### config.mk
export PLATFORM = sky130hd
export DESIGN_NAME = irq_alert_ctrl
export DESIGN_NICKNAME = d
export VERILOG_FILES = /design/src/rtl/irq_alert_pkg.sv /design/src/rtl/pin_change_det.sv /design/src/rtl/irq_latch.sv /design/src/rtl/irq_alert_ctrl.sv
export SDC_FILE = /design/constraint.sdc
export NUM_CORES = 1
export LEC_CHECK = 0
export ABC_AREA = 1
export BUFFER_PORTS_ARGS = -buffer_cell sky130_fd_sc_hd__buf_2
export CAP_MARGIN = 20
export CORE_AREA = 2 2 39 41
export CTS_CLUSTER_DIAMETER = 30
export DETAILED_ROUTE_END_ITERATION = 10
export DIE_AREA = 0 0 41 43
export HOLD_SLACK_MARGIN = 0.06
export PLACE_DENSITY_LB_ADDON = 0.15
export SLEW_MARGIN = 20
export SYNTH_ARGS = -nofsm -noshare
export SYNTH_HDL_FRONTEND = slang
export SYNTH_SLANG_ARGS = --single-unit
### constraint.sdc
create_clock -name clk -period 1 [get_ports clk]
set_input_delay 0.25 -clock clk [delete_from_list [all_inputs] [get_ports clk]]
set_output_delay 0.25 -clock clk [all_outputs]
set_load 0.05 [all_outputs]
### src/rtl/irq_alert_pkg.sv
package irq_alert_pkg;
   localparam int unsigned DEF_NUM_PINS    = 3;
   localparam int unsigned DEF_SYNC_STAGES = 2;

   // Reduce a masked change vector to a single request bit.
   function automatic logic any_unmasked(input logic [31:0] chg,
                                         input logic [31:0] msk);
      return |(chg & ~msk);
   endfunction
endpackage

### src/rtl/pin_change_det.sv
module pin_change_det #(
   parameter int unsigned NUM_PINS    = irq_alert_pkg::DEF_NUM_PINS,
   parameter int unsigned SYNC_STAGES = irq_alert_pkg::DEF_SYNC_STAGES
) (
   input  logic                clk,
   input  logic                rst_n,
   input  logic [NUM_PINS-1:0] pin_async,
   output logic [NUM_PINS-1:0] chg
);
   localparam int unsigned ARM_AT = SYNC_STAGES + 1;
   localparam int unsigned CW     = $clog2(ARM_AT + 1);

   generate
      if (SYNC_STAGES < 2) begin : g_bad_stages
         $error("pin_change_det: SYNC_STAGES must be at least 2");
      end
      if (NUM_PINS < 1) begin : g_bad_pins
         $error("pin_change_det: NUM_PINS must be at least 1");
      end
   endgenerate

   logic [SYNC_STAGES-1:0][NUM_PINS-1:0] sync_q;
   logic [NUM_PINS-1:0]                  prev_q;
   logic [CW-1:0]                        arm_cnt;
   logic                                 armed;

   // Synchronizer chain followed by one history register
   always_ff @(posedge clk or negedge rst_n) begin
      if (!rst_n) begin
         sync_q <= '0;
         prev_q <= '0;
      end else begin
         sync_q <= {sync_q[SYNC_STAGES-2:0], pin_async};
         prev_q <= sync_q[SYNC_STAGES-1];
      end
   end

   // Detection starts only once the chain and the history hold real samples
   always_ff @(posedge clk or negedge rst_n) begin
      if (!rst_n)      arm_cnt <= '0;
      else if (!armed) arm_cnt <= arm_cnt + 1'b1;
   end

   assign armed = (arm_cnt == CW'(ARM_AT));
   assign chg   = armed ? (sync_q[SYNC_STAGES-1] ^ prev_q) : '0;

   // while not yet armed, no change is reported
   assert_no_early_change_R7 : assert property (@(posedge clk) disable iff (!rst_n)
      (arm_cnt < CW'(ARM_AT)) |-> (chg == '0));
endmodule

### src/rtl/irq_latch.sv
module irq_latch (
   input  logic clk,
   input  logic rst_n,
   input  logic set_evt,
   input  logic clr,
   output logic q
);
   // Set has priority over clear
   always_ff @(posedge clk or negedge rst_n) begin
      if (!rst_n)       q <= 1'b0;
      else if (set_evt) q <= 1'b1;
      else if (clr)     q <= 1'b0;
   end

   assert_sticky_R3 : assert property (@(posedge clk) disable iff (!rst_n)
      (q && !clr) |=> q);
   assert_clear_R5 : assert property (@(posedge clk) disable iff (!rst_n)
      (clr && !set_evt) |=> !q);
   assert_event_wins_R6 : assert property (@(posedge clk) disable iff (!rst_n)
      set_evt |=> q);
endmodule

### src/rtl/irq_alert_ctrl.sv
module irq_alert_ctrl #(
   parameter int unsigned NUM_PINS    = irq_alert_pkg::DEF_NUM_PINS,
   parameter int unsigned SYNC_STAGES = irq_alert_pkg::DEF_SYNC_STAGES
) (
   input  logic                clk,
   input  logic                rst_n,
   input  logic [NUM_PINS-1:0] pin_async,
   input  logic                thermal_in,
   input  logic [NUM_PINS-1:0] pin_mask,
   input  logic                ss_mask,
   input  logic                clear_pulse,
   output logic                alert_pull_low,
   output logic                ss_req
);
   generate
      if (NUM_PINS > 32) begin : g_too_wide
         $error("irq_alert_ctrl: NUM_PINS limited to 32");
      end
   endgenerate

   logic [NUM_PINS-1:0] chg;
   logic                therm_q;
   logic                therm_rise;
   logic                hw_set;
   logic                ss_set;

   pin_change_det #(
      .NUM_PINS    (NUM_PINS),
      .SYNC_STAGES (SYNC_STAGES)
   ) u_det (
      .clk       (clk),
      .rst_n     (rst_n),
      .pin_async (pin_async),
      .chg       (chg)
   );

   always_ff @(posedge clk or negedge rst_n) begin
      if (!rst_n) therm_q <= 1'b0;
      else        therm_q <= thermal_in;
   end

   assign therm_rise = thermal_in & ~therm_q;

   // The thermal edge bypasses every mask on the alert path
   assign hw_set = irq_alert_pkg::any_unmasked(32'(chg), 32'(pin_mask)) | therm_rise;
   assign ss_set = ~ss_mask & ((|chg) | therm_rise);

   irq_latch u_hw (
      .clk     (clk),
      .rst_n   (rst_n),
      .set_evt (hw_set),
      .clr     (clear_pulse),
      .q       (alert_pull_low)
   );

   irq_latch u_ss (
      .clk     (clk),
      .rst_n   (rst_n),
      .set_evt (ss_set),
      .clr     (clear_pulse),
      .q       (ss_req)
   );

   assert_ss_masked_R4 : assert property (@(posedge clk) disable iff (!rst_n)
      (ss_mask && !ss_req) |=> !ss_req);
   assert_thermal_R2 : assert property (@(posedge clk) disable iff (!rst_n)
      therm_rise |=> alert_pull_low);
   assert_masked_quiet_R9 : assert property (@(posedge clk) disable iff (!rst_n)
      (!alert_pull_low && (&pin_mask) && !therm_rise) |=> !alert_pull_low);
endmodule

Yosys cells after proc, flatten, opt, wreduce, memory -nomap -nowiden
Cells that the tools add are included.
{ "classes": {"n_addsub": 1, "n_eq_ne": 1, "muxes": 4, "bitwise_logic": 9, "n_reduce_logical": 4} }
{ "op_table": {"columns": ["op", "count"], "rows": [
  ["3-bit by 32-bit AND with 32-bit output", 1],
  ["3-bit NOT with 32-bit output", 1],
  ["32-bit OR reduction", 1],
  ["2-bit nonzero test", 2],
  ["1-bit two-way mux", 3],
  ["3-bit two-way mux", 1],
  ["3-bit OR reduction", 1],
  ["3-bit XOR", 1],
  ["2-bit by 1-bit adder with 2-bit output, second input constant", 1],
  ["1-bit AND", 2],
  ["2-bit == test, second input constant", 1],
  ["1-bit NOT", 2],
  ["1-bit OR", 2]
]} }
{ "word_totals": {"ff_bits": 14, "out_inout_bits": 2, "elab_cells": 26} }

Logic depth before layout (Yosys ltp)
{ "logic_depth": {"depth_word": 6, "depth_mapped": 7} }

Hierarchy
Synthesis repeated with hierarchy kept, for this count alone.
{ "hier_totals": {"hier_cells": 55, "hier_area_um2": 531.8} }
{ "by_module_without_submodules": {"columns": ["module", "instances", "cells_each", "area_each_um2"], "rows": [
  ["pin_change_det", 1, 29, 366.6],
  ["irq_alert_ctrl", 1, 16, 85.1],
  ["irq_latch", 2, 5, 40.0]
]} }

Worst setup path after synthesis
OpenSTA, ideal clock, no wires.
{ "synth_timing": {"path_type": "register -> register", "startpoint": "reg u_det.arm_cnt[0]", "endpoint": "reg u_ss.q", "arrival_ns": 0.971, "required_ns": 0.882, "path_slack_ns": -0.089, "path_stages_with_launch": 8, "cell_sequence": "dfrtp_1 ha_1 nand2_1 nor2_1 nor2_1 nand2_1 nand2_1 nand2_1"} }
{ "synth_between": {"elab_chain_cells": 6} }
{ "synth_lines": {"columns": ["item", "line", "source"], "rows": [
  ["from (decl)", "pin_change_det.sv:24", "logic [CW-1:0] arm_cnt;"],
  ["from (signal assigned)", "pin_change_det.sv:41", "else if (!armed) arm_cnt <= arm_cnt + 1'b1;"],
  ["2-bit == test *", "pin_change_det.sv:44", "assign armed = (arm_cnt == CW'(ARM_AT));"],
  ["3-bit two-way mux *", "pin_change_det.sv:45", "assign chg = armed ? (sync_q[SYNC_STAGES-1] ^ prev_q) : '0;"],
  ["3-bit OR reduction *", "irq_alert_ctrl.sv:46", "assign ss_set = ~ss_mask & ((|chg) | therm_rise);"],
  ["1-bit OR *", "irq_alert_ctrl.sv:46", null],
  ["1-bit AND *", "irq_alert_ctrl.sv:46", null],
  ["1-bit two-way mux / 2-bit nonzero test (equally long branches)", null, null],
  ["to (signal assigned)", "irq_latch.sv:10", "if (!rst_n) q <= 1'b0;"],
  ["to (signal assigned)", "irq_latch.sv:11", "else if (set_evt) q <= 1'b1;"],
  ["to (signal assigned)", "irq_latch.sv:12", "else if (clr) q <= 1'b0;"],
  ["to (decl)", "irq_latch.sv:6", "output logic q"]
]} }
Every way passes the cells marked *; elsewhere a longest branch is shown, timed or not.
A chain may end at the register's enable or synchronous reset.

Final worst setup path
{ "layout_timing": {"startpoint": "reg u_hw.q", "endpoint": "out alert_pull_low"} }
{ "layout_lines": {"columns": ["item", "line", "source"], "rows": [
  ["from (decl)", "irq_latch.sv:6", null],
  ["from (signal assigned)", "irq_latch.sv:10", null],
  ["from (signal assigned)", "irq_latch.sv:11", null],
  ["from (signal assigned)", "irq_latch.sv:12", null],
  ["to (decl)", "irq_alert_ctrl.sv:12", "output logic alert_pull_low,"]
]} }
No word-level cell between the ends.

==> results.py <==
metrics = {
    "yosys": {
        "synth_nets": 66,
        "synth_edf_count": 0,
        "synthMuxAreaShare_pct": 2.12,
        "ys_seq_area_share_pct": 65.9,
        "avgSynthCellArea_sq_um": 9.85,
        "syn_inst": 54,
        "synth_top_area_share_pct": 65.9,
        "synth_xor_area_share_pct": 1.65,
        "synth_area_leaders": "dfrtp_1, nand2_1, inv_1",
        "post-synth-top-area-cell": "dfrtp_1",
        "synthAdderAreaFrac_pct": 2.35,
        "synth-seq-cells": 14,
        "netlist_top_cells_count": "nand2_1, dfrtp_1, inv_1",
        "synth_top_family_by_area": "simple AND/OR/NAND/NOR gates",
        "synth_compound_area_share_pct": 1.65,
        "synth_area_sq_um": 532,
        "synth.most_common_cell": "nand2_1",
        "synth-main-ff-cell": "dfrtp_1",
        "ys_types": 10,
        "synth_simple_gate_area_share_pct": 19.3,
        "synth-async-reset-ratio_pct": 100,
        "ys.warnings.count": 0,
    },
    "global_routing": {
        "grt_max_degree": 15,
        "gr-total-overflow": 0,
        "antenna_found_initial": 0,
        "grt_usage_pct": 12.3,
        "grt_first_pass_wirelength_mm": 1.32,
        "use_met2_pct": 15.6,
        "met3_usage_pct": 4.71,
        "grt_pass1_vias": 332,
        "grt.busiest_layer": "met2",
        "met1_usage_pct": 14.7,
    },
    "clocking": {
        "numCtsBuffers": 3,
        "h-tree-depth": 1,
        "cts-root-buf": "clkbuf_4",
        "clock_sinks": 14,
        "cts_tree": "built",
        "clk_pin_slew_ns": 0.08,
        "clockBufferDepth": 2,
        "clkLatencyLatePin_ns": 0.27,
    },
    "finish": {
        "num_antenna_cells": 0,
        "area_delta_synth_final_pct": 45.4,
        "drive_above_1_share_pct": 36.4,
        "fin_nets": 90,
        "fin_cells": 93,
    },
    "critical_path": {
        "critPathBufInv": 1,
        "crit_arrival_ns": 0.83,
        "path_depth": 1,
        "worstSetupPathType": "flop to output port",
        "path_cells": "buf_6",
        "cp_max_fo": 2,
        "ff2ff_path_depth": 7,
        "worst_path_largest_cell_delay_ns": 0.40,
        "end_kind": "output port",
        "cp_top_family": "flip-flops",
        "cp-start-kind": "flop",
        "crit_slowest_cell": "dfrtp_1",
        "cp_data_required_time_ns": 0.75,
    },
    "power": {
        "leakage_nw": 0.414,
        "power.internal_mw": 0.874,
        "seqPwrFrac_pct": 53.4,
        "finalPower_mw": 1.14,
        "clkPwrFrac_pct": 34.6,
        "worst_ir_drop_vdd_v": 0.000866,
        "switching_share_pct": 23.1,
        "p_per_area_nw_per_um2": 1470,
        "p_sw_mw": 0.262,
        "combPwrFrac_pct": 11.9,
    },
    "floorplan": {
        "ios": 13,
        "rows": 14,
        "core_area_sq_um": 1380,
        "die_h_um": 43,
        "die-width_um": 41,
        "start_util_pct": 38.4,
        "dieArea_sq_um": 1760,
    },
    "sta": {
        "setup_viol": 5,
        "maxSlewHeadroom_pct": 80.2,
        "finalCritPeriodShare_pct": 108,
        "skew_ns": 0.00298,
        "slew_violations": 0,
        "hold_viol": 0,
        "tightest_slew_ns": 0.297,
        "fin_ws_ns": -0.0767,
        "fin_crit_ns": 1.08,
        "max_freq_ghz": 0.929,
        "rsz0062_at_grt": "true",
    },
    "detailed_routing": {
        "drc": 0,
        "avgViaCountPerCell": 4.27,
        "drtIter0Drc": 0,
        "first_pass_iters": 1,
        "routedWlPerCell_um": 8.54,
        "wirelength_um": 794,
        "num_vias": 397,
        "drtAntennaViolNets": 0,
    },
    "worst_hold_path": {
        "hold_depth": 1,
        "hp-class": "input pin to flop",
    },
    "run_status": {
        "status": "finished with violations",
        "failed_checks": "setup timing",
    },
    "placement": {
        "dp_hpwl_um": 557,
        "place_inst": 83,
        "place.gp.congestion": 0.626,
        "portBuffers": 12,
    },
    "run": {
        "cap_violations": 0,
    },
}
state kept, by name, summed over array words and instances, names as in the netlist:
signal and count:
therm_q 1, u_det.arm_cnt 2, u_det.prev_q 3, u_det.sync_q 6, u_hw.q 1, u_ss.q 1
logic make-up after synthesis:
family	after synthesis
simple gates	26
compound gates	1
mux	1
fa+ha+maj	1
flops	14
xor+xnor	1
buf+inv	10
layout by cell type (no fill, tap or decap), drive strengths merged, types with 2 or more instances in the layout:
| cell type | count |
|---|---|
| buf | 15 |
| clkbuf | 4 |
| dfrtp | 14 |
| dlygate4sd3 | 4 |
| inv | 10 |
| nand2 | 15 |
| nand3 | 2 |
| nor2 | 9 |
path summary, 6_finish.rpt:
kind	startpoint	endpoint	slack (ns)
worst max-delay path	u_hw.q	alert_pull_low	-0.08
worst min-delay path	thermal_in	therm_q	0.1
worst max register to register	u_det.arm_cnt[0]	u_ss.q	-0.06
worst min register to register	u_det.sync_q[0]	u_det.sync_q[3]	0.35
max in group asynchronous	rst_n	u_det.prev_q[1]	0.39
min in group asynchronous	rst_n	u_det.prev_q[0]	0.38
cell type report:
cell class	instances	area, sq um
Multi-Input combinational cell	30	190
Inverter	10	37.5
Tap cell	16	20.0
Timing Repair Buffer	19	139
Sequential cell	14	350
Clock buffer	4	36.3
Fill cell	124	611
power by group through the flow:
stage	combinational, mW	clock, mW	sequential (mW)
after floorplan	0.0432	0	0.639
after global placement	0.109	0	0.616
after detailed placement	0.111	0	0.618
after CTS	0.128	0.416	0.608
after global routing	0.154	0.442	0.612
final	0.136	0.393	0.608
timing repair:
| action | in CTS | in global routing |
|---|---|---|
| hold endpoints to repair | 16 | 1 |
| gates resized for setup | 5 | 7 |
| pin swaps | 0 | 2 |
| hold buffers | 3 | 1 |
| setup buffers | 1 | 1 |
| setup endpoints to repair | 5 | 6 |
through the flow:
step	util [%]	setup WS [ns]	hold WS [ns]	TNS, ns	cell area (sq um)
floorplan	-	0.000324	-0.0456	0	547
global placement	45.8	-0.0442	0.160	-0.0848	634
detailed placement	45.8	-0.0522	0.159	-0.122	634
CTS	52.4	-0.0994	0.0648	-0.329	724
global route	55.9	-0.137	0.0862	-0.557	773
finish	55.9	-0.0767	0.0954	-0.284	773
per-layer routing:
layer  share of wire, %  vias up  wire [um]
met5                  0        -          0
met4                1.0        0          8
met3                4.2        2         33
met2                 48        9        383
met1                 46      180        369
li1                   -      206          -
Power figures use the tool's default switching activity.
